## config.mk

```make
export PLATFORM = sky130hd
export DESIGN_NAME = i2cseq_ctrl
export DESIGN_NICKNAME = d
export VERILOG_FILES = /design/src/rtl/i2cseq_pkg.sv /design/src/rtl/i2cseq_access_track.sv /design/src/rtl/i2cseq_flags.sv /design/src/rtl/i2cseq_fsm.sv /design/src/rtl/i2cseq_ctrl.sv
export SDC_FILE = /design/constraint.sdc
export NUM_CORES = 1
export LEC_CHECK = 0
export BUFFER_PORTS_ARGS = -buffer_cell sky130_fd_sc_hd__buf_2
export CAP_MARGIN = 10
export CORE_MARGIN = 1
export CORE_UTILIZATION = 25
export DETAILED_ROUTE_END_ITERATION = 12
export MAX_ROUTING_LAYER = met4
export SLEW_MARGIN = 0
export SYNTH_ARGS = -nofsm -noshare
export SYNTH_HDL_FRONTEND = slang
export SYNTH_SLANG_ARGS = --single-unit
export TNS_END_PERCENT = 10
```

## constraint.sdc

```tcl
create_clock -name clk -period 2.8 [get_ports clk]
set_input_delay 0.14 -clock clk [delete_from_list [all_inputs] [get_ports clk]]
set_output_delay 0.14 -clock clk [all_outputs]
set_load 0.005 [all_outputs]
```

## src/rtl/i2cseq_pkg.sv

```systemverilog
package i2cseq_pkg;

    typedef enum logic [3:0] {
        SQ_IDLE,
        SQ_START,
        SQ_SB_WAIT,
        SQ_ADDR,
        SQ_ADDR_WAIT,
        SQ_TX_WAIT,
        SQ_TX_BYTE,
        SQ_RX_BYTE,
        SQ_RX_WAIT,
        SQ_FAIL_HOLD,
        SQ_STOP
    } seq_state_t;

    typedef struct packed {
        logic ack_fail;
        logic rx_full;
        logic byte_done;
        logic tx_empty;
        logic addr_done;
        logic started;
    } evt_flags_t;

    localparam int EVT_N = $bits(evt_flags_t);

endpackage

```

## src/rtl/i2cseq_access_track.sv

```systemverilog
// Remembers a status-1 read until a status-2 read or a data write uses it up.
module i2cseq_access_track (
    input  logic clk,
    input  logic rst_n,
    input  logic en,
    input  logic rd_stat1,
    input  logic rd_stat2,
    input  logic wr_data,
    output logic stat1_seen
);

    always_ff @(posedge clk or negedge rst_n) begin
        if (!rst_n)                  stat1_seen <= 1'b0;
        else if (!en)                stat1_seen <= 1'b0;
        else if (rd_stat1)           stat1_seen <= 1'b1;
        else if (rd_stat2 | wr_data) stat1_seen <= 1'b0;
    end

endmodule

```

## src/rtl/i2cseq_flags.sv

```systemverilog
// Event flag bank: set wins over clear, disable wipes every bit.
module i2cseq_flags #(
    parameter int N = 6
) (
    input  logic         clk,
    input  logic         rst_n,
    input  logic         en,
    input  logic [N-1:0] set_v,
    input  logic [N-1:0] clr_v,
    output logic [N-1:0] q
);

    for (genvar i = 0; i < N; i++) begin : g_bit
        logic bit_q;
        always_ff @(posedge clk or negedge rst_n) begin
            if (!rst_n)        bit_q <= 1'b0;
            else if (!en)      bit_q <= 1'b0;
            else if (set_v[i]) bit_q <= 1'b1;
            else if (clr_v[i]) bit_q <= 1'b0;
        end
        assign q[i] = bit_q;
    end

endmodule

```

## src/rtl/i2cseq_fsm.sv

```systemverilog
module i2cseq_fsm
    import i2cseq_pkg::*;
#(
    parameter int DATA_W = 8,
    parameter int RW_POS = 0
) (
    input  logic              clk,
    input  logic              rst_n,
    input  logic              en,
    input  logic              go_start,
    input  logic              go_stop,
    input  logic              ack_en,
    input  logic              stat1_seen,
    input  logic              rd_stat2,
    input  logic              wr_data,
    input  logic              rd_data,
    input  logic [DATA_W-1:0] wdata,
    input  logic              start_done,
    input  logic              stop_done,
    input  logic              ack_in,
    input  logic              nack_in,
    input  logic              rx_loaded,
    output evt_flags_t        set_f,
    output evt_flags_t        clr_f,
    output logic              transmit,
    output logic              done_go_start,
    output logic              done_go_stop,
    output logic              cmd_start,
    output logic              cmd_stop,
    output logic              cmd_tx,
    output logic              cmd_rx,
    output logic              cmd_ack,
    output logic              cmd_nack,
    output logic              cmd_hold_scl,
    output logic              master,
    output logic              busy
);

    seq_state_t cur, nxt;
    logic       tra_nxt;
    logic       pulse_start, pulse_stop;

    // state register
    always_ff @(posedge clk or negedge rst_n) begin
        if (!rst_n) begin
            cur           <= SQ_IDLE;
            transmit      <= 1'b0;
            done_go_start <= 1'b0;
            done_go_stop  <= 1'b0;
        end else begin
            cur           <= nxt;
            transmit      <= tra_nxt;
            done_go_start <= pulse_start;
            done_go_stop  <= pulse_stop;
        end
    end

    // transitions and flag events
    always_comb begin
        nxt         = cur;
        tra_nxt     = transmit;
        set_f       = '0;
        clr_f       = '0;
        pulse_start = 1'b0;
        pulse_stop  = 1'b0;
        unique case (cur)
            SQ_IDLE: begin
                if (go_start) begin
                    nxt            = SQ_START;
                    clr_f.ack_fail = 1'b1;
                end
            end
            SQ_START: begin
                if (start_done) begin
                    nxt           = SQ_SB_WAIT;
                    set_f.started = 1'b1;
                    pulse_start   = 1'b1;
                end
            end
            SQ_SB_WAIT: begin
                if (wr_data && stat1_seen) begin
                    nxt           = SQ_ADDR;
                    clr_f.started = 1'b1;
                    tra_nxt       = ~wdata[RW_POS];
                end
            end
            SQ_ADDR: begin
                if (nack_in) begin
                    nxt            = SQ_FAIL_HOLD;
                    set_f.ack_fail = 1'b1;
                end else if (ack_in) begin
                    nxt             = SQ_ADDR_WAIT;
                    set_f.addr_done = 1'b1;
                end
            end
            SQ_ADDR_WAIT: begin
                if (rd_stat2 && stat1_seen) begin
                    clr_f.addr_done = 1'b1;
                    if (transmit) begin
                        nxt            = SQ_TX_WAIT;
                        set_f.tx_empty = 1'b1;
                    end else begin
                        nxt = SQ_RX_BYTE;
                    end
                end
            end
            SQ_TX_WAIT: begin
                if (go_stop) begin
                    nxt = SQ_STOP;
                end else if (wr_data) begin
                    nxt             = SQ_TX_BYTE;
                    clr_f.tx_empty  = 1'b1;
                    clr_f.byte_done = 1'b1;
                end
            end
            SQ_TX_BYTE: begin
                if (nack_in) begin
                    nxt            = SQ_FAIL_HOLD;
                    set_f.ack_fail = 1'b1;
                end else if (ack_in) begin
                    nxt             = SQ_TX_WAIT;
                    set_f.tx_empty  = 1'b1;
                    set_f.byte_done = 1'b1;
                end
            end
            SQ_RX_BYTE: begin
                if (rx_loaded) begin
                    nxt           = SQ_RX_WAIT;
                    set_f.rx_full = 1'b1;
                end
            end
            SQ_RX_WAIT: begin
                if (rd_data) begin
                    clr_f.rx_full = 1'b1;
                    nxt           = go_stop ? SQ_STOP : SQ_RX_BYTE;
                end
            end
            SQ_FAIL_HOLD: begin
                if (go_stop) nxt = SQ_STOP;
            end
            SQ_STOP: begin
                if (stop_done) begin
                    nxt             = SQ_IDLE;
                    pulse_stop      = 1'b1;
                    tra_nxt         = 1'b0;
                    clr_f.started   = 1'b1;
                    clr_f.addr_done = 1'b1;
                    clr_f.tx_empty  = 1'b1;
                    clr_f.byte_done = 1'b1;
                    clr_f.rx_full   = 1'b1;
                end
            end
            default: nxt = SQ_IDLE;
        endcase
        if (!en) begin
            nxt         = SQ_IDLE;
            tra_nxt     = 1'b0;
            set_f       = '0;
            clr_f       = '0;
            pulse_start = 1'b0;
            pulse_stop  = 1'b0;
        end
    end

    // command and status outputs
    always_comb begin
        cmd_start    = (cur == SQ_START);
        cmd_stop     = (cur == SQ_STOP);
        cmd_tx       = (cur == SQ_ADDR) || (cur == SQ_TX_BYTE);
        cmd_rx       = (cur == SQ_RX_BYTE);
        cmd_ack      = cmd_rx & ack_en;
        cmd_nack     = cmd_rx & ~ack_en;
        cmd_hold_scl = (cur == SQ_TX_WAIT);
        master       = (cur != SQ_IDLE);
        busy         = (cur != SQ_IDLE) && (cur != SQ_START);
    end

endmodule

```

## src/rtl/i2cseq_ctrl.sv

```systemverilog
module i2cseq_ctrl
    import i2cseq_pkg::*;
#(
    parameter int DATA_W = 8,
    parameter int RW_POS = 0
) (
    input  logic              clk,
    input  logic              rst_n,
    input  logic              en,
    input  logic              go_start,
    input  logic              go_stop,
    input  logic              ack_en,
    input  logic              rd_stat1,
    input  logic              rd_stat2,
    input  logic              wr_data,
    input  logic              rd_data,
    input  logic [DATA_W-1:0] wdata,
    input  logic              start_done,
    input  logic              stop_done,
    input  logic              ack_in,
    input  logic              nack_in,
    input  logic              rx_loaded,
    output logic              cmd_start,
    output logic              cmd_stop,
    output logic              cmd_tx,
    output logic              cmd_rx,
    output logic              cmd_ack,
    output logic              cmd_nack,
    output logic              cmd_hold_scl,
    output logic              done_go_start,
    output logic              done_go_stop,
    output logic              ev_started,
    output logic              ev_addr_done,
    output logic              ev_tx_empty,
    output logic              ev_byte_done,
    output logic              ev_ack_fail,
    output logic              ev_rx_full,
    output logic              st_master,
    output logic              st_busy,
    output logic              st_transmit
);

    logic             stat1_seen;
    evt_flags_t       set_f, clr_f, flags;
    logic [EVT_N-1:0] flag_q;

    i2cseq_access_track u_track (
        .clk        (clk),
        .rst_n      (rst_n),
        .en         (en),
        .rd_stat1   (rd_stat1),
        .rd_stat2   (rd_stat2),
        .wr_data    (wr_data),
        .stat1_seen (stat1_seen)
    );

    i2cseq_fsm #(.DATA_W(DATA_W), .RW_POS(RW_POS)) u_fsm (
        .clk           (clk),
        .rst_n         (rst_n),
        .en            (en),
        .go_start      (go_start),
        .go_stop       (go_stop),
        .ack_en        (ack_en),
        .stat1_seen    (stat1_seen),
        .rd_stat2      (rd_stat2),
        .wr_data       (wr_data),
        .rd_data       (rd_data),
        .wdata         (wdata),
        .start_done    (start_done),
        .stop_done     (stop_done),
        .ack_in        (ack_in),
        .nack_in       (nack_in),
        .rx_loaded     (rx_loaded),
        .set_f         (set_f),
        .clr_f         (clr_f),
        .transmit      (st_transmit),
        .done_go_start (done_go_start),
        .done_go_stop  (done_go_stop),
        .cmd_start     (cmd_start),
        .cmd_stop      (cmd_stop),
        .cmd_tx        (cmd_tx),
        .cmd_rx        (cmd_rx),
        .cmd_ack       (cmd_ack),
        .cmd_nack      (cmd_nack),
        .cmd_hold_scl  (cmd_hold_scl),
        .master        (st_master),
        .busy          (st_busy)
    );

    i2cseq_flags #(.N(EVT_N)) u_flags (
        .clk   (clk),
        .rst_n (rst_n),
        .en    (en),
        .set_v (set_f),
        .clr_v (clr_f),
        .q     (flag_q)
    );

    assign flags        = evt_flags_t'(flag_q);
    assign ev_started   = flags.started;
    assign ev_addr_done = flags.addr_done;
    assign ev_tx_empty  = flags.tx_empty;
    assign ev_byte_done = flags.byte_done;
    assign ev_ack_fail  = flags.ack_fail;
    assign ev_rx_full   = flags.rx_full;

    // at most one bus command at a time
    p_one_cmd_r3: assert property (@(posedge clk) disable iff (!rst_n)
        $onehot0({cmd_start, cmd_stop, cmd_tx, cmd_rx}));

    // start-request clear coincides with the started flag
    p_started_with_clear_r2: assert property (@(posedge clk) disable iff (!rst_n)
        done_go_start |-> ev_started);

    // address flag falls only after a status-2 read while enabled
    p_addr_clear_order_r4: assert property (@(posedge clk) disable iff (!rst_n)
        ($fell(ev_addr_done) && $past(en)) |-> $past(rd_stat2));

    // ACK and NACK requests never together
    p_ack_excl_r8: assert property (@(posedge clk) disable iff (!rst_n)
        !(cmd_ack && cmd_nack));

    // stop-request clear only after stop completion
    p_stop_after_done_r9: assert property (@(posedge clk) disable iff (!rst_n)
        done_go_stop |-> $past(stop_done));

    // busy implies master
    p_busy_master_r10: assert property (@(posedge clk) disable iff (!rst_n)
        st_busy |-> st_master);

    // SCL held only while the data register is empty
    p_hold_empty_r11: assert property (@(posedge clk) disable iff (!rst_n)
        cmd_hold_scl |-> ev_tx_empty);

    // disable wipes everything
    p_disable_r12: assert property (@(posedge clk) disable iff (!rst_n)
        !en |=> (flag_q == '0 && !st_master && !st_transmit));

endmodule

```

-- Yosys cells after proc, flatten, opt, wreduce, memory -nomap -nowiden
Index checks and enable logic that the tools add are counted.
- bits in registers: 14
- bits of input ports: 23
- output and inout port bits: 18
- word-level logic and storage cells: 131
- equal/unequal tests: 30
- mux-type cells: 76
- bitwise operators: 5
- reductions and logical operators: 9
- operator list (operator ; count):
    $mux 4 ; 16
    $mux 1 ; 45
    $pmux 4 s11 ; 1
    $ne 3x1->1 const B ; 8
    $ne 3x3->1 const B ; 6
    $eq 4x3->1 const B ; 4
    $eq 4x4->1 const B ; 3
    $mux 6 ; 2
    $ne 4x4->1 const B ; 3
    $reduce_and 11->1 ; 1
    $mux 2 ; 5
    $pmux 1 s2 ; 5
    $eq 4x2->1 const B ; 2
    $ne 3x2->1 const B ; 2
    $mux 5 ; 1
    $eq 4x1->1 const B ; 1
    $logic_not 4->1 ; 1
    $ne 4x1->1 const B ; 1
    $pmux 2 s2 ; 1
    $reduce_bool 4->1 ; 1
    $logic_and 1x1->1 ; 3
    $reduce_and 3->1 ; 1
    $and 1x1->1 ; 2
    $not 1->1 ; 2
    other kinds (3) ; 3

-- Logic depth before layout (Yosys ltp)
Gate-level depths: netlist of the first run.
- depth in word-level cells: 7
- gate-level depth with buffers: 7
- gate-level depth less buffers: 5

-- Cells and area by module
A second synthesis of the first run with hierarchy kept.
- cells, all modules: 139
- area total of the unflattened synthesis: 1168.6 µm²
- by module, submodules not included (module ; times used ; cells each ; area an instance (µm²) ; seq. area each (µm²)):
    i2cseq_fsm ; 1 ; 111 ; 800.8 ; 175.2
    i2cseq_flags ; 1 ; 24 ; 322.8 ; 150.1
    i2cseq_access_track ; 1 ; 4 ; 45.0 ; 25.0

-- Worst setup path before layout of the first run
OpenSTA, ideal clock, no wires.
- path kind: register to register
- start: register u_fsm.cur[0]
- end: register u_fsm.cur[2]
- library setup time: 0.120 ns
- arrival: 1.683 ns
- required time: 2.680 ns
- slack: 0.997 ns
- stages on the path, launching flop included: 7
- buffers on the path: 1
- period minus slack after synthesis: 1.803 ns
- path through: dfrtp_1 buf_8 xnor2_1 nor2_1 a222oi_1 a21oi_1 a41o_2
- cells in the longest elaborated chain, start to end: 3
- elaborated cells on any way between the ends: 25
- classes of those cells: eq/ne (21); mux (2); reduce/logical (2)
- ends and longest elaborated chain (item ; RTL line ; text):
    start, declared ; i2cseq_fsm.sv:39 ; seq_state_t cur, nxt;
    start signal, assigned ; i2cseq_fsm.sv:51 ; cur <= nxt;
    $eq 4x2->1, or another cell as far along ; i2cseq_fsm.sv:66 ; unique case (cur)
    $ne 4x4->1 (no line), or another cell as far along ; -- ;
    $reduce_and 11->1 (no line) or $mux 4 (tied branches) ; -- ;
Parallel ways exist; a longest one is shown, timed or not.
A chain may end at the register's enable or synchronous reset.

-- Final worst setup path of the first run
- start: register u_fsm.cur[3]
- end: register u_fsm.cur[3]
The elaborated chain is that of the path after synthesis.

==> metrics.md, run 1 <==
| Metric | Value |
|---|---|
| Worst relative slew slack | between 60% and 70% |
| Area Overhead vs Synth | 17.8% |
| Post-route minimum period | around 2.1 ns |
| Leakage power | approximately 0.56 nW |
| Clk_skew | about 0.0014 ns |
| Wire per inst | 13.5 µm |
| Comb power frac | between 40% and 50% |
| NetSw | ~0.35 mW |
| DR WL met2 | ~1000 µm |
| Layout cells sized above 1 | between 30% and 40% |
| CP Capture Type | register |
| Worst vdd ir | between 0.2 and 0.3 mV |
| Gate Count Post-Synth | 116 |
| FILL cells | 415 |
| Vias | around 1,000 |
| Die Height | approximately 65 µm |
| Mapped Avg Cell Area | roughly 8.7 µm² |
| Asr flop ratio synth | between 90% and 100% |
| Simple-gate share of the synthesized area | a little over a quarter |
| Max clock buf depth | 2 |
| Worst skew pair latency | ~0.25 ns |
| Tot GR Track Use | between 10% and 20% |
| Crit Path Max Fanout | 18 |
| Multi-input logic area | approximately 540 µm² |
| Synth Register Bits | 14 |
| # rows | 22 |
| Drt initial violations | 57 |
| Global-route wire length before repair | roughly 4300 µm |
| CP Data Required Time | approximately 3 ns |
| CTS-repair resized insts | 0 |
| Die width | 65.5 µm |
| Post-Route WL | between 2000 and 3000 µm |
| Initial Util | between 20% and 30% |
| Dpl hpwl | between 1500 and 2000 µm |
| Clock Power Share | about 20% |
| Yosys Warn Count | 0 |
| Routed wl met3 | 194 µm |
| Worst Hold Class | primary input to register |
| Power per cell area | approximately 700 nW/µm² |
| Syn Std Cell Area | around 1000 µm² |
| Seq pwr share | 37.8% |
| Largest family of logic cells by synthesized area | simple AND/OR/NAND/NOR gates |
| Post-synthesis mux area share | under 10% |
| Status | complete, no violations |
| Syn nets | 139 |
| Vias in the first global route | about 880 |
| Storage cell area | between 300 and 400 µm² |
| Pwr Total | about 0.85 mW |
| Post-synthesis compound-gate area fraction | a little under a quarter |
| Global route total overflow | 0 |
| Clk root buf | clkbuf_8 |
| Switch share | 40.8% |
| # port buffers | 33 |
| Pint | approximately 0.5 mW |
| First drt pass iteration count | 4 |
| CP Launch Type | register |
| Endpoints failing setup | 0 |
| DRT antenna net count | 0 |
| Top Family by Delay on Critical Path | compound AO/OA/AOI/OAI gates |
| Vias per cell | just over 5 |
| Max Fclk | roughly 480 MHz |
| Main synth FF type | dfrtp_1 |
| Crit path max-delay cell type | dfrtp_1 |
| Synth unique cells | a little over 40 |
| Final net count | 170 |
| XOR/XNOR Fraction of Synth Area | less than 1% |
| CTS tree | yes |
| Ports | between 40 and 50 |
| Clk pin slew, worst setup/hold paths | 0.05 ns |
| Crit path DAT | approximately 2.2 ns |
| Part of the cycle the worst path needs | between 70% and 80% |
| CP cell instances | nand2b_2, o32ai_1, a222oi_1, buf_4, a21oi_1, a311oi_1 |
| Post-Route M1 WL | between 1000 and 1500 µm |
| Endpoints failing hold | 0 |
| Routability Congestion | between 0.8 and 0.9 |
| Unrepaired setup endpoints after global routing | false |
| Post-Synth Adder-Cell Area | 0% |
| EDFF count, synth | 0 |
| Worst-Margin Slew | 0.586 ns |
| Largest stage delay, worst path | between 0.6 and 0.7 ns |
| H-tree depth | 1 |
| Core area | 3770 µm² |
| Seq/Total Area, Yosys | a little over a third |
| Bufs and invs on worst path | 1 |
| Drt drc | 0 |
| Max Cap Viol | 0 |
| Crit path kind | register to register |
| Most frequent cells in the layout | 33 x buf_2, 20 x nor2_1, 14 x dfrtp_1 |
| Antenna Cells | 0 |
| Initial antenna violation count | 0 |
| Setup TNS | 0 ns |
| Top Layer Used | met4 |
| CTS Buf Count | 3 |
| Commonest non-fill, non-tap cell in the layout | buf_2 |
| Largest net degree at the start of global routing | 20 |
| Die area | approximately 4300 µm² |
| CTS sink count | 14 |
| Slew Viols, Final | 0 |
==> cell type report <==
class                   instances  share of cell area (%)
multi-input cells              90                    45.6
flip-flops and latches         14                    29.5
repair buffers                 35                    15.4
well taps                      48                    5.06
clock buffers                   3                    3.48
inverters                       3                   0.949
==> Yosys cell counts, types with 2 or more instances <==
cell | number | area share [%]
nor2_1 | 20 | 7.5
dfrtp_1 | 14 | 35
nand2_1 | 10 | 3.7
a21oi_1 | 8 | 4.0
nor3_1 | 5 | 2.5
or2b_2 | 5 | 4.3
buf_6 | 4 | 4.5
o21ai_0 | 4 | 2.0
a32oi_1 | 3 | 2.6
clkbuf_8 | 3 | 4.1
inv_1 | 3 | 1.1
nor4_1 | 3 | 1.9
a211oi_1 | 2 | 1.5
a311oi_1 | 2 | 1.7
mux2i_1 | 2 | 2.0
nand2b_1 | 2 | 1.2
nand3_1 | 2 | 0.99
==> timing repair <==
item,in CTS,in global routing
hold buffers,1,0
endpoints found under the hold margin,14,0
buffers inserted,0,0
==> state kept, by name (all words and copies together) (netlist names) <==
register and cells:
u_flags.g_bit.bit_q 6, u_fsm.cur 4, u_fsm.done_go_start 1, u_fsm.done_go_stop 1, u_fsm.transmit 1, u_track.stat1_seen 1
==> routing by layer <==
metal | global-route usage (%) | vias to the layer above
li1 | - | 489
met1 | 19.5 | 452
met2 | 18.7 | 38
met3 | 2.95 | 5
met4 | 5.71 | 0
met5 | - | -
==> power groups by stage <==
stage | Sequential [mW] | Combinational (mW) | Clock [mW]
finish | 0.319 | 0.362 | 0.164
global route | 0.330 | 0.410 | 0.180
CTS | 0.319 | 0.364 | 0.170
detailed placement | 0.323 | 0.362 | 0
global placement | 0.322 | 0.359 | 0
floorplan | 0.251 | 0.379 | 0
==> metrics by stage <==
stage | hold WS (ns) | instance area [µm²] | utilization, % | setup WS (ns) | std cells
floorplan | -0.156 | 1010 | - | 0.997 | 116
global placement | 0.0617 | 1130 | 30.1 | 0.766 | 189
detailed placement | 0.0613 | 1130 | 30.1 | 0.743 | 189
CTS | 0.0664 | 1190 | 31.5 | 0.734 | 193
global route | 0.0675 | 1190 | 31.5 | 0.579 | 193
finish | 0.0672 | 1190 | 31.5 | 0.713 | 193
==> worst paths after layout <==
check / start / endpoint / slack [ns] / cells past startpoint
hold reg to reg: u_flags.g_bit[5].bit_q$_DFFE_PN0P_ / u_flags.g_bit[5].bit_q$_DFFE_PN0P_ / 0.52 / 2
min in group asynchronous: rst_n / u_fsm.transmit$_DFFE_PN0P_ / 0.32 / 2
hold / removal: wdata[0] / u_fsm.transmit$_DFFE_PN0P_ / 0.07 / 2
setup reg to reg: u_fsm.cur[3]$_DFFE_PN0P_ / u_fsm.cur[3]$_DFFE_PN0P_ / 0.71 / 6
max in group asynchronous: rst_n / u_flags.g_bit[5].bit_q$_DFFE_PN0P_ / 2.24 / 2
setup / recovery: u_fsm.cur[3]$_DFFE_PN0P_ / u_fsm.cur[3]$_DFFE_PN0P_ / 0.71 / 6
==> cells by family (layout without fill, tap and decap cells) <==
logic type,count (synthesis),in the layout
AO/OA/AOI/OAI,33,33
multiplexers,2,2
XOR/XNOR,1,1
flip-flops,14,14
buffers and inverters,12,41
AND/OR/NAND/NOR,54,54
Power figures use the tool's default switching activity.
==> run 2, diff against run 1 <==
==> constraint.sdc (replaced) <==
create_clock -name clk -period 2.15 [get_ports clk]
set_input_delay 0.1075 -clock clk [delete_from_list [all_inputs] [get_ports clk]]
set_output_delay 0.1075 -clock clk [all_outputs]
set_load 0.005 [all_outputs]
==> metrics.md, run 2 (synthesis results as in run 1) <==
| Metric | Value |
|---|---|
| Status | complete, no violations |
| Part of the cycle the worst path needs | roughly 90% |
| Vias per cell | approximately 5.2 |
| Startpoint of the worst hold path | wdata[0] |
| Endpoints failing setup | 0 |
| Commonest non-fill, non-tap cell in the layout | buf_2 |
| Leakage power | 0.590 nW |
| # port buffers | 33 |
| Tot GR Track Use | 14.1% |
| CTS Buf Count | 3 |
| Crit path kind | register to register |
| Worst skew pair latency | 0.25 ns |
| Drt drc | 0 |
| Worst vdd ir | approximately 0.44 mV |
| CP Data Required Time | roughly 2.3 ns |
| Worst relative slew slack | about two thirds |
| Most frequent cells in the layout | 33 x buf_2, 20 x nor2_1, 14 x dfrtp_1 |
| R2R depth | 6 |
| Endpoints failing hold | 0 |
| Die area | around 4300 µm² |
| Vias in the first global route | about 890 |
| Ports | 41 |
| Die Height | roughly 65 µm |
| Global-route wire length before repair | between 4000 and 5000 µm |
| Reg2reg setup slack | about 0.21 ns |
| Crit path DAT | ~2.1 ns |
| CTS tree | yes |
| Largest registers | u_flags.g_bit.bit_q: 6 flops, u_fsm.cur: 4 flops |
| Clk_skew | between 0.0008 and 0.0009 ns |
| CTS sink count | 14 |
| R2r endpoint | u_fsm.cur[0]$_DFFE_PN0P_ |
| Clk pin slew, worst setup/hold paths | approximately 0.060 ns |
| Antenna Cells | 0 |
| Crit Path Max Fanout | 12 |
| Setup TNS | 0 ns |
| Drt initial violations | 60 |
| Largest register FFs | 6 |
| Hold Worst Slack | between 0.03 and 0.04 ns |
| Final net count | approximately 180 |
| Dpl hpwl | 2120 µm |
| Global route total overflow | 0 |
| Max Fclk | around 510 MHz |
| Max clock buf depth | 2 |
| DRT antenna net count | 0 |
| H-tree depth | 1 |
| Top reg by flops | u_flags.g_bit.bit_q |
| CTS-repair resized insts | 0 |
| Core area | approximately 3800 µm² |
| First drt pass iteration count | 5 |
| Layout cells sized above 1 | approximately a third |
| Critical R2R Launch | u_fsm.cur[3]$_DFFE_PN0P_ |
| Max Cap Viol | 0 |
| CP Capture Type | register |
| Worst-Margin Slew | between 0.4 and 0.5 ns |
| Vias | slightly above 1,000 |
| Slew Viols, Final | 0 |
| Die width | about 65 µm |
| # rows | 22 |
| Post-Route WL | roughly 2800 µm |
| Power per cell area | roughly 950 nW/µm² |
| Worst Hold Class | primary input to register |
| Pwr Total | 1.16 mW |
| Routability Congestion | ~0.83 |
| Area Overhead vs Synth | 22.2% |
| CP Launch Type | register |
| Wire per inst | about 14 µm |
| Largest net degree at the start of global routing | 15 |
| Clk root buf | clkbuf_8 |
| Hold Path Cell Cnt | 2 |
| Initial Util | about a quarter |
| Initial antenna violation count | 0 |
| Post-route minimum period | 1.94 ns |
| Unrepaired setup endpoints after global routing | false |
| Hold EP | u_fsm.transmit$_DFFE_PN0P_ |
-- run 2: how the worst max path moves through the flow --
stage / startpoint / to / slack (ns)
floorplan: u_fsm.cur[0]$_DFFE_PN0P_ / u_fsm.cur[2]$_DFFE_PN0P_ / 0.35
global placement: u_fsm.cur[2]$_DFFE_PN0P_ / u_fsm.cur[3]$_DFFE_PN0P_ / 0.25
detailed placement: u_fsm.cur[2]$_DFFE_PN0P_ / u_fsm.cur[0]$_DFFE_PN0P_ / 0.22
CTS: u_fsm.cur[2]$_DFFE_PN0P_ / u_fsm.cur[0]$_DFFE_PN0P_ / 0.20
global route: u_fsm.cur[2]$_DFFE_PN0P_ / u_fsm.cur[3]$_DFFE_PN0P_ / 0.05
finish: u_fsm.cur[3]$_DFFE_PN0P_ / u_fsm.cur[0]$_DFFE_PN0P_ / 0.21
-- run 2: stage by stage --
step                setup WS, ns  utilization (%)  instance area [µm²]  instances
floorplan                  0.347                -                 1010        116
global placement           0.246             31.3                 1180        195
detailed placement         0.221             31.3                 1180        195
CTS                        0.200             32.6                 1230        199
global route              0.0476             32.6                 1230        199
finish                     0.207             32.6                 1230        199
-- run 2: power breakdown --
group | switching, mW | leakage [nW] | internal [mW]
clock | 0.0916 | 0.0216 | 0.124
combinational | 0.300 | 0.377 | 0.272
sequential | 0.0771 | 0.191 | 0.300
total | 0.469 | 0.590 | 0.696
-- run 2: timing repair --
item	in CTS	in global routing
setup buffers	0	0
hold buffers	1	0
endpoints found under the hold margin	14	0
-- run 2: final cells by class --
class | instances | area (µm²)
sequential | 14 | 350
fill | 418 | 2540
timing repair buffer | 41 | 228
tap | 48 | 60.1
inverter | 3 | 11.3
clock buffer | 3 | 41.3
multi-input combinational | 90 | 541
-- run 2: per-layer routing --
metal  up-vias  GRT usage, %  part of all wire [%]
li1        502             -                     -
met1       477          20.4                    50
met2        42          18.8                    41
met3         5          2.08                   7.1
met4         0          7.34                   1.9
met5         -             -                     0
-- run 2: worst max-delay path: stages, from the launching register on --
cell	delay (ns)
dfrtp_1	0.57
nand2b_2	0.31
o32ai_1	0.10
a222oi_1	0.30
buf_4	0.21
a21oi_1	0.07
a311oi_1	0.27
==> run 3, diff against run 2 <==
--- a/config.mk
+++ b/config.mk
@@ -10,6 +10,7 @@
 export CORE_MARGIN = 1
 export CORE_UTILIZATION = 25
 export DETAILED_ROUTE_END_ITERATION = 12
+export GPL_TIMING_DRIVEN = 0
 export MAX_ROUTING_LAYER = met4
 export SLEW_MARGIN = 0
 export SYNTH_ARGS = -nofsm -noshare
==> metrics.md, run 3 (synthesis results as in run 1) <==
| Metric | Value |
|---|---|
| Worst Hold Class | primary input to register |
| Crit path DAT | between 2 and 2.5 ns |
| Routability Congestion | 0.927 |
| CP Launch Type | register |
| Vias | 1,051 |
| Global-route wire length before repair | around 4600 µm |
| Power per cell area | 975 nW/µm² |
| Largest register FFs | 6 |
| Area Overhead vs Synth | 29.6% |
| Global route total overflow | 0 |
| Post-route cell area | roughly 1300 µm² |
| Crit path kind | register to register |
| Bufs and invs on worst path | 1 |
| CP Capture Type | register |
| Largest registers | u_flags.g_bit.bit_q: 6 flops, u_fsm.cur: 4 flops |
| Dpl hpwl | approximately 2100 µm |
| DR WL met2 | 1170 µm |
| # rows | 22 |
| Status | complete, no violations |
| CP cell instances | buf_8, or2b_2, or4_2, a41o_1 |
| Max clock buf depth | 2 |
| Max Fclk | about 530 MHz |
| Crit path max-delay cell type | or4_2 |
| Post-Route M1 WL | 1410 µm |
| Top Family by Delay on Critical Path | simple AND/OR/NAND/NOR gates |
| Final net count | approximately 180 |
| Final Non-Filler Cells | about 200 |
| CTS sink count | 14 |
| CTS tree | yes |
| Most frequent cells in the layout | 33 x buf_2, 20 x nor2_1, 14 x dfrtp_1 |
| Drt drc | 0 |
| Clk pin slew, worst setup/hold paths | about 0.06 ns |
| Initial antenna violation count | 0 |
| Tot GR Track Use | between 10 and 15% |
| Slew Viols, Final | 0 |
| Worst relative slew slack | 75.2% |
| H-tree depth | 1 |
| Antenna Cells | 0 |
| DRT antenna net count | 0 |
| R2r endpoint | u_flags.g_bit[0].bit_q$_DFFE_PN0P_ |
| Initial Util | between 20% and 30% |
| Fin util | between 30% and 40% |
| Setup TNS | 0 ns |
| Endpoints failing hold | 0 |
| Pre-CTS setup slack | between 0.05 and 0.06 ns |
| CP Data Required Time | about 2.3 ns |
| Leakage power | 0.620 nW |
| Post-Place Cells | approximately 200 |
| Unrepaired setup endpoints after global routing | false |
| Largest stage delay, worst path | between 0.6 and 0.7 ns |
| R2R depth | 4 |
| Top reg by flops | u_flags.g_bit.bit_q |
| Worst Setup Slack, final | 0.259 ns |
| Vias per cell | between 5 and 6 |
| Commonest non-fill, non-tap cell in the layout | buf_2 |
| Worst vdd ir | 0.341 mV |
| Endpoints failing setup | 0 |
| Post-route minimum period | 1.89 ns |
| Part of the cycle the worst path needs | between 80 and 90% |
| CTS Buf Count | 3 |
| Critical R2R Launch | u_fsm.cur[0]$_DFFE_PN0P_ |
| Die area | ~4300 µm² |
| Ports | 41 |
| Drt initial violations | 36 |
| Hold EP | u_fsm.transmit$_DFFE_PN0P_ |
| Die Height | ~65 µm |
| Wire per inst | approximately 14 µm |
| First drt pass iteration count | 4 |
| Routed wl met3 | roughly 230 µm |
| # port buffers | 33 |
| Largest net degree at the start of global routing | 15 |
| Layout cells sized above 1 | a little over a third |
| Hold Path Cell Cnt | 2 |
| Reg2reg setup slack | around 0.26 ns |
| Clk_skew | 0.00681 ns |
| Crit Path Max Fanout | 10 |
| Worst skew pair latency | around 0.25 ns |
| Placed Area | around 1200 µm² |
| Startpoint of the worst hold path | wdata[0] |
| Die width | 65.5 µm |
| Max Cap Viol | 0 |
| Top Layer Used | met4 |
| Clk root buf | clkbuf_8 |
| Vias in the first global route | between 900 and 1,000 |
| Worst-Margin Slew | 0.371 ns |
| Core area | between 3000 and 4000 µm² |
| Post-Route WL | 2820 µm |
## run 3: changes by cell type in the layout (fill, tap and decap cells not counted), sizes merged
cell and delta:
buf -1, clkbuf +5
## run 3: routing by layer
| metal | vias up | track usage, % |
|---|---|---|
| li1 | 511 | - |
| met1 | 489 | 22.1 |
| met2 | 49 | 19.5 |
| met3 | 2 | 2.08 |
| met4 | 0 | 4.89 |
| met5 | - | - |
## run 3: through the flow
stage | power, mW | hold slack, ns
after floorplan | 0.820 | -0.188
after global placement | 1.00 | 0.0310
after detailed placement | 1.00 | 0.0324
after CTS | 1.27 | 0.0225
after global routing | 1.38 | 0.0381
final | 1.27 | 0.0296
## run 3: how the worst max path moves through the flow
stage	cells past startpoint	start	end	slack, ns
after floorplan	6	u_fsm.cur[0]$_DFFE_PN0P_	u_fsm.cur[2]$_DFFE_PN0P_	0.35
after global placement	6	u_fsm.cur[0]$_DFFE_PN0P_	u_fsm.cur[3]$_DFFE_PN0P_	0.09
after detailed placement	6	u_fsm.cur[0]$_DFFE_PN0P_	u_fsm.cur[3]$_DFFE_PN0P_	0.05
after CTS	6	u_fsm.cur[0]$_DFFE_PN0P_	u_fsm.cur[3]$_DFFE_PN0P_	0.02
after global routing	4	u_fsm.cur[0]$_DFFE_PN0P_	u_fsm.transmit$_DFFE_PN0P_	0.20
final	4	u_fsm.cur[0]$_DFFE_PN0P_	u_flags.g_bit[0].bit_q$_DFFE_PN0P_	0.26
## run 3: area by class of cell
| cell class | count | area, µm² |
|---|---|---|
| tap | 48 | 60.1 |
| timing repair buffer | 35 | 183 |
| inverter | 3 | 11.3 |
| buffer | 9 | 105 |
| sequential | 14 | 350 |
| multi-input combinational | 90 | 541 |
| clock buffer | 4 | 55.1 |
| fill | 404 | 2470 |
## run 3: timing repair
| item | 4_1_cts | 5_1_grt |
|---|---|---|
| hold buffers | 1 | 0 |
| endpoints found under the hold margin | 14 | 0 |
| buffers inserted | 0 | 1 |
| setup endpoints to repair | 0 | 3 |
| gates resized for setup | 0 | 0 |
## run 3: report_power, final
part / leakage [nW] / internal [mW] / total, mW / switching, mW
clock network: 0.0288 / 0.162 / 0.260 / 0.0976
registers: 0.191 / 0.300 / 0.327 / 0.0265
logic: 0.400 / 0.317 / 0.685 / 0.368
